--- src/rtl/seq_pkg.sv ---
package seq_pkg;
   localparam int NUM_PHASES = 6;
   localparam int PHASE_W    = $clog2(NUM_PHASES);

   typedef enum logic [PHASE_W-1:0] {
      PH_IDLE  = 3'd0,
      PH_START = 3'd1,
      PH_WAIT  = 3'd2,
      PH_LATCH = 3'd3,
      PH_CALC  = 3'd4,
      PH_WRITE = 3'd5
   } phase_e;
endpackage

--- src/rtl/seq_next.sv ---
module seq_next
   import seq_pkg::*;
(
   input  phase_e cur_i,
   input  logic   eoc_i,
   input  logic   done_i,
   output phase_e nxt_o
);
   always_comb begin
      unique case (cur_i)
         PH_IDLE:  nxt_o = PH_START;
         PH_START: nxt_o = PH_WAIT;
         PH_WAIT:  nxt_o = eoc_i ? PH_LATCH : PH_WAIT;
         PH_LATCH: nxt_o = PH_CALC;
         PH_CALC:  nxt_o = done_i ? PH_WRITE : PH_CALC;
         PH_WRITE: nxt_o = PH_START;
         default:  nxt_o = PH_IDLE;
      endcase
   end
endmodule

--- src/rtl/seq_state_store.sv ---
module seq_state_store
   import seq_pkg::*;
#(
   parameter bit ONE_HOT = 1'b0
) (
   input  logic   clk,
   input  logic   rst,
   input  phase_e nxt_i,
   output phase_e cur_o
);
   generate
      if (ONE_HOT) begin : g_hot
         logic [NUM_PHASES-1:0] hot_q;
         logic [NUM_PHASES-1:0] hot_d;

         always_comb begin
            hot_d = '0;
            hot_d[nxt_i] = 1'b1;
         end

         always_ff @(posedge clk) begin
            if (rst) begin
               hot_q <= '0;
               hot_q[PH_IDLE] <= 1'b1;
            end else begin
               hot_q <= hot_d;
            end
         end

         always_comb begin
            cur_o = PH_IDLE;
            for (int i = 0; i < NUM_PHASES; i++) begin
               if (hot_q[i]) cur_o = phase_e'(i[PHASE_W-1:0]);
            end
         end

         AST_HOT_SINGLE: assert property (@(posedge clk) disable iff (rst)
            $onehot(hot_q)) else $error("one-hot state lost");
      end else begin : g_bin
         phase_e bin_q;

         always_ff @(posedge clk) begin
            if (rst) bin_q <= PH_IDLE;
            else     bin_q <= nxt_i;
         end

         assign cur_o = bin_q;
      end
   endgenerate
endmodule

--- src/rtl/seq_out_decode.sv ---
module seq_out_decode
   import seq_pkg::*;
(
   input  phase_e cur_i,
   output logic   conv_start_o,
   output logic   sample_le_o,
   output logic   pid_go_o,
   output logic   dac_wr_n_o
);
   always_comb begin
      conv_start_o = (cur_i == PH_START);
      sample_le_o  = (cur_i == PH_LATCH);
      pid_go_o     = (cur_i == PH_CALC);
      dac_wr_n_o   = (cur_i != PH_WRITE);
   end
endmodule

--- src/rtl/loop_sequencer.sv ---
module loop_sequencer
   import seq_pkg::*;
#(
   parameter bit ONE_HOT = 1'b0
) (
   input  logic clk,
   input  logic rst,
   input  logic eoc,
   input  logic pid_done,
   output logic conv_start,
   output logic sample_le,
   output logic pid_go,
   output logic dac_wr_n
);
   generate
      if (NUM_PHASES > (1 << PHASE_W)) begin : g_bad_width
         $error("phase width too small for the phase count");
      end
   endgenerate

   phase_e cur;
   phase_e nxt;

   seq_next u_next (
      .cur_i  (cur),
      .eoc_i  (eoc),
      .done_i (pid_done),
      .nxt_o  (nxt)
   );

   seq_state_store #(.ONE_HOT(ONE_HOT)) u_store (
      .clk   (clk),
      .rst   (rst),
      .nxt_i (nxt),
      .cur_o (cur)
   );

   seq_out_decode u_dec (
      .cur_i        (cur),
      .conv_start_o (conv_start),
      .sample_le_o  (sample_le),
      .pid_go_o     (pid_go),
      .dac_wr_n_o   (dac_wr_n)
   );

   AST_RESET_QUIET: assert property (@(posedge clk)
      rst |=> (dac_wr_n && !conv_start && !sample_le && !pid_go)) else $error("reset outputs");
   AST_START_PULSE: assert property (@(posedge clk) disable iff (rst)
      conv_start |=> !conv_start) else $error("start longer than one clock");
   AST_WAIT_HOLDS: assert property (@(posedge clk) disable iff (rst)
      (cur == PH_WAIT && !eoc) |=> (cur == PH_WAIT && !sample_le)) else $error("left wait early");
   AST_LATCH_ON_EOC: assert property (@(posedge clk) disable iff (rst)
      (cur == PH_WAIT && eoc) |=> sample_le) else $error("no latch after eoc");
   AST_LATCH_PULSE: assert property (@(posedge clk) disable iff (rst)
      sample_le |=> (!sample_le && pid_go)) else $error("latch/go order");
   AST_GO_HOLDS: assert property (@(posedge clk) disable iff (rst)
      (pid_go && !pid_done) |=> pid_go) else $error("go dropped early");
   AST_WRITE_ON_DONE: assert property (@(posedge clk) disable iff (rst)
      (pid_go && pid_done) |=> !dac_wr_n) else $error("no write after done");
   AST_WRITE_THEN_START: assert property (@(posedge clk) disable iff (rst)
      !dac_wr_n |=> (dac_wr_n && conv_start)) else $error("write not followed by start");
   AST_STROBES_EXCL: assert property (@(posedge clk) disable iff (rst)
      $onehot0({conv_start, sample_le, pid_go, !dac_wr_n})) else $error("overlapping strobes");
   AST_EOC_IGNORED: assert property (@(posedge clk) disable iff (rst)
      (pid_go && !pid_done) |=> !sample_le) else $error("eoc acted in compute");
endmodule

--- config.mk ---
export PLATFORM = sky130hd
export DESIGN_NAME = loop_sequencer
export DESIGN_NICKNAME = d
export VERILOG_FILES = /design/src/rtl/seq_pkg.sv /design/src/rtl/seq_next.sv /design/src/rtl/seq_state_store.sv /design/src/rtl/seq_out_decode.sv /design/src/rtl/loop_sequencer.sv
export SDC_FILE = /design/constraint.sdc
export NUM_CORES = 1
export LEC_CHECK = 0
export CORE_AREA = 2 2 39 41
export DETAILED_ROUTE_END_ITERATION = 8
export DIE_AREA = 0 0 41 43
export DONT_BUFFER_PORTS = 1
export PLACE_DENSITY = 0.3
export SLEW_MARGIN = 20
export SYNTH_ARGS = -nofsm -noshare
export SYNTH_HDL_FRONTEND = slang
export SYNTH_SLANG_ARGS = --single-unit
--- constraint.sdc ---
create_clock -name clk -period 1.05 [get_ports clk]
set_input_delay 0.21 -clock clk [delete_from_list [all_inputs] [get_ports clk]]
set_output_delay 0.21 -clock clk [all_outputs]
set_load 0.02 [all_outputs]
==> metrics.csv, run 1 <==
stage,metric,value,unit
layout,area_growth,50.38,%
clock_tree,cts_buffers,3,
global_routing,grt_max_degree,8,
sta,drv_slew,0,
layout,drive_above_1_share,69.57,%
sta,fin_ws,-84.09,ps
floorplan,dieHeight,43,um
synthesis,ys_seq_elements,3,
layout,final_cell_mix,"clkbuf_4 (3), buf_4 (3), dfxtp_2 (2)",
floorplan,rows,14,
setup_path,cp.arrival,920,ps
worst_hold_path,hp-class,in -> reg,
setup_path,rr_worst_depth,4,
layout,diodes,0,
power,power.total,488.2,uW
floorplan,core_area,1384,um2
global_routing,grt_pass1_wl,690,um
synthesis,yosysWarnings,0,
global_routing,antenna_found_initial,0,
route,avgViaCountPerCell,3.615,
setup_path,reg2reg_to,u_store.cur_o[2],
clock_tree,clock-sinks,3,
outcome,status,"complete, but fails checks",
setup_path,endpoint_kind,primary output,
clock_tree,clock_latency,230,ps
layout,final_util,17.81,%
outcome,violations,setup timing,
place,dp_hpwl,275.3,um
synthesis,synth.largest_area_cell,dfxtp_1,
setup_path,crit_type,reg -> out,
sta,fmax,0.8818,GHz
layout,fin_nets,28,
power,ir_drop,455.3,uV
setup_path,cp-endpoint,conv_start,
layout,largest_reg_flops,3,
route,dr.pass1.iters,1,
clock_tree,htreeDepth,1,
synthesis,synth_seq_area_share,36.64,%
global_routing,use_met1,6.709,%
synthesis,avgSynthCellArea,10.24,um2
place,globalplace.congestion,0.6338,
power,p_leak,0.09480,nW
route,wirelength,366,um
setup_path,worstPathRequired,840,ps
clock_tree,cts_tree,done,
floorplan,die_w,41,um
sta,fin_skew,0.08375,ps
sta,period_share,108.0,%
setup_path,path_max_fanout,3,
global_routing,use_met3,7.330,%
place,io_buffers,0,
global_routing,grtUsageTotal,6.413,%
sta,worst_pin_slew,244.1,ps
job,maxCapViolCount,0,
route,wl_per_cell,9.385,um
synthesis,syn_nets,20,
synthesis,synth_area_leaders,"dfxtp_1 (37%), nor4b_2 (9.2%), nor3b_2 (7.6%)",
route,drc_errors,0,
setup_path,r2r_start,u_store.cur_o[2],
route,drtIter0Drc,0,
clock_tree,root_buffer,clkbuf_4,
route,ant_nets,0,
sta,maxSlewHeadroom,83.67,%
floorplan,start_util,11.84,%
setup_path,cp-start-kind,flop,
global_routing,grt_busiest_layer,met3,
synthesis,ys_types,14,
synthesis,synth_top_area_share,36.64,%
global_routing,grt_pass1_vias,167,
power,p_per_area,1981,nW/um2
synthesis,synthCells,16,
sta,hold_viol,0,
setup_path,r2r_slack,120,ps
clock_tree,cts_buffer_depth,2,
floorplan,ios,8,
global_routing,grt_overflow,0,
sta,rsz0062_at_grt,true,
setup_path,crit_start,u_store.cur_o[0],
clock_tree,path_clk_slew,30,ps
route,vias,141,
sta,fin_crit,1134,ps
global_routing,grt.met2_usage,7.187,%
synthesis,synth_area,163.9,um2
sta,setup_viol,4,
sta,whs,38.17,ps
floorplan,die_area,1763,um2
how the worst min path moves through the flow:
stage	start	cells after the start	to	slack, ps
final	rst	1	u_store.cur_o[2]	40
after global routing	rst	1	u_store.cur_o[2]	30
after CTS	rst	1	u_store.cur_o[2]	30
after detailed placement	rst	1	u_store.cur_o[2]	280
after global placement	rst	1	u_store.cur_o[2]	280
after floorplan	rst	1	u_store.cur_o[2]	280
per-stage QoR:
stage | setup WS (ps) | setup TNS (ps) | std cells | cell area [um2]
5_1_grt | -151.0 | -492.8 | 39 | 246.5
3_5_place_dp | 89.93 | 0 | 35 | 207.7
3_3_place_gp | 90.40 | 0 | 35 | 207.7
4_1_cts | -98.54 | -327.7 | 39 | 246.5
2_1_floorplan | 10.41 | 0 | 16 | 165.2
6_report | -84.09 | -267.2 | 39 | 246.5
worst max-delay path, cell delays in order (launching register included):
cell and delay, ps:
dfxtp_2 340, nor2b_4 150, and2b_2 210
power breakdown:
part / switching [mW] / internal, mW / leakage, nW
logic: 0.0570 / 0.0706 / 0.0537
registers: 0.0286 / 0.137 / 0.0261
clock network: 0.0532 / 0.142 / 0.0150
Yosys cell counts:
library cell,count
and2b_1,1
o21ai_0,1
and2_2,1
nor3_1,1
nor4b_2,1
nand3b_1,1
nor2_2,1
nor3b_2,1
a21oi_2,1
dfxtp_1,3
xnor2_1,1
nor3b_1,1
inv_1,1
nor2b_2,1
kinds of logic (layout without fill, tap and decap cells):
logic type,after synthesis,after routing,share of synthesized area (%)
AO/OA/AOI/OAI,2,2,8.395
flip-flops,3,3,36.64
AND/OR/NAND/NOR,9,9,47.33
XOR/XNOR,1,1,5.344
buffers and inverters,1,8,2.288
final cells by class:
| type | count | area [um2] |
|---|---|---|
| well taps | 16 | 20.02 |
| multi-input cells | 12 | 107.6 |
| repair buffers | 3 | 22.52 |
| flip-flops and latches | 3 | 66.31 |
| inverters | 1 | 3.754 |
| clock buffers | 4 | 26.28 |
| fillers | 159 | 1137 |
layer usage:
metal / wire, um / part of all wire (%) / vias up
met1: 150 / 41 / 61
li1: - / - / 70
met4: 10 / 2.7 / 0
met5: 0 / 0 / -
met2: 138 / 38 / 8
met3: 66 / 18 / 2
repair_timing:
item | CTS | global route
pin swaps | 0 | 0
setup buffers | 0 | 0
endpoints found under the setup margin | 4 | 4
resized for setup | 6 | 0
hold buffers | 0 | 0
cloned | 0 | 0
No activity file was read; power rests on OpenSTA's default activity.
==> run 2, diff against run 1 <==
--- a/config.mk
+++ b/config.mk
@@ -5,11 +5,13 @@
 export SDC_FILE = /design/constraint.sdc
 export NUM_CORES = 1
 export LEC_CHECK = 0
+export CELL_PAD_IN_SITES_DETAIL_PLACEMENT = 1
+export CELL_PAD_IN_SITES_GLOBAL_PLACEMENT = 2
 export CORE_AREA = 2 2 39 41
 export DETAILED_ROUTE_END_ITERATION = 8
 export DIE_AREA = 0 0 41 43
 export DONT_BUFFER_PORTS = 1
-export PLACE_DENSITY = 0.3
+export PLACE_DENSITY = 0.34
 export SLEW_MARGIN = 20
 export SYNTH_ARGS = -nofsm -noshare
 export SYNTH_HDL_FRONTEND = slang
==> metrics.csv, run 2 (synthesized netlist as in run 1, its figures left out) <==
stage,metric,value,unit
outcome,status,"complete, but fails checks",
outcome,violations,setup timing,
route,drtIter0Drc,1,
global_routing,grt_pass1_vias,177,
setup_path,crit_type,reg -> out,
layout,drive_above_1_share,74.07,%
job,maxCapViolCount,0,
worst_hold_path,hp-class,in -> reg,
global_routing,grtUsageTotal,6.520,%
worst_hold_path,min_path_cells,1,
clock_tree,clock_latency,230,ps
global_routing,antenna_found_initial,0,
floorplan,core_area,1384,um2
sta,fin_setup_tns,-324.9,ps
layout,layout_commonest_cell,buf_4,
clock_tree,clock-sinks,3,
floorplan,ios,8,
floorplan,die_w,41,um
clock_tree,cts_buffers,3,
power,power.total,532.7,uW
power,p_leak,0.1162,nW
global_routing,grt_max_degree,7,
sta,fin_ws,-106.9,ps
route,ant_nets,0,
sta,hold_viol,0,
setup_path,cp.arrival,950,ps
route,dr.pass1.iters,2,
layout,area_growth,71.76,%
power,p_per_area,1892,nW/um2
floorplan,dieHeight,43,um
sta,drv_slew,0,
floorplan,rows,14,
setup_path,cp-start-kind,flop,
global_routing,grt_overflow,0,
power,ir_drop,430.7,uV
setup_path,worstPathRequired,840,ps
place,globalplace.congestion,0.5907,
clock_tree,path_clk_slew,40,ps
setup_path,path_max_fanout,4,
clock_tree,cts_buffer_depth,2,
clock_tree,cts_tree,done,
layout,diodes,0,
route,vias,154,
sta,maxSlewHeadroom,84.15,%
sta,rsz0062_at_grt,true,
route,wl_per_cell,10.02,um
global_routing,grt_pass1_wl,710,um
place,dp_hpwl,314.7,um
sta,whs,32.27,ps
sta,period_share,110.2,%
setup_path,rr_worst_depth,4,
layout,final_cell_mix,"buf_4 (6), clkbuf_4 (3), dfxtp_4 (2)",
clock_tree,root_buffer,clkbuf_4,
floorplan,start_util,11.84,%
layout,fin_nets,32,
setup_path,endpoint_kind,primary output,
clock_tree,htreeDepth,1,
place,io_buffers,0,
floorplan,die_area,1763,um2
sta,fin_skew,0.1521,ps
route,drc_errors,0,
layout,post-route-cell-area,281.5,um2
layout,largest_reg_flops,3,
sta,fmax,0.8644,GHz
sta,setup_viol,4,
sta,fin_crit,1157,ps
setup_path,r2r_slack,60,ps
sta,worst_pin_slew,237.0,ps
route,avgViaCountPerCell,3.581,
place,dpl-instance-area,215.2,um2
clock_tree,holdBufCountCts,0,
route,wirelength,431,um
layout,final_util,20.34,%
[run 2: where the power goes]
part	leakage (nW)	switching (mW)	internal, mW
clock	0.0150	0.0583	0.142
combinational	0.0748	0.0682	0.100
sequential	0.0264	0.0260	0.138
total	0.116	0.152	0.380
[run 2: cell type report]
| cell class | instances | area [um2] |
|---|---|---|
| well taps | 16 | 20.02 |
| inverters | 1 | 3.754 |
| multi-input cells | 12 | 106.4 |
| fillers | 163 | 1102 |
| repair buffers | 7 | 56.30 |
| flip-flops and latches | 3 | 68.82 |
| clock buffers | 4 | 26.28 |
[run 2: worst paths after layout]
path,end,start
setup / recovery,conv_start,u_store.cur_o[0]
hold / removal,u_store.cur_o[2],rst
setup reg to reg,u_store.cur_o[0],u_store.cur_o[0]
hold reg to reg,u_store.cur_o[1],u_store.cur_o[2]
[run 2: worst max-delay path, cell delays in order, from the launching register on]
cell     delay [ps]
dfxtp_4         360
nor2b_4         150
and2b_2         210
[run 2: stage by stage]
step | instances | setup WS, ps
final | 43 | -106.9
after global placement | 36 | 46.10
after floorplan | 16 | 10.41
after detailed placement | 36 | 59.87
after CTS | 41 | -113.8
after global routing | 43 | -154.8
[run 2: timing repair]
action	CTS	global route
gates cloned	0	0
gates resized for setup	5	2
buffers inserted	1	2
endpoints found under the setup margin	4	4
[run 2: routing by layer]
metal	global-route usage, %	vias to the layer above	wire [um]
li1	-	76	-
met1	5.769	70	143
met2	9.063	8	222
met3	3.141	0	65
met4	8.000	0	0
met5	0	-	0
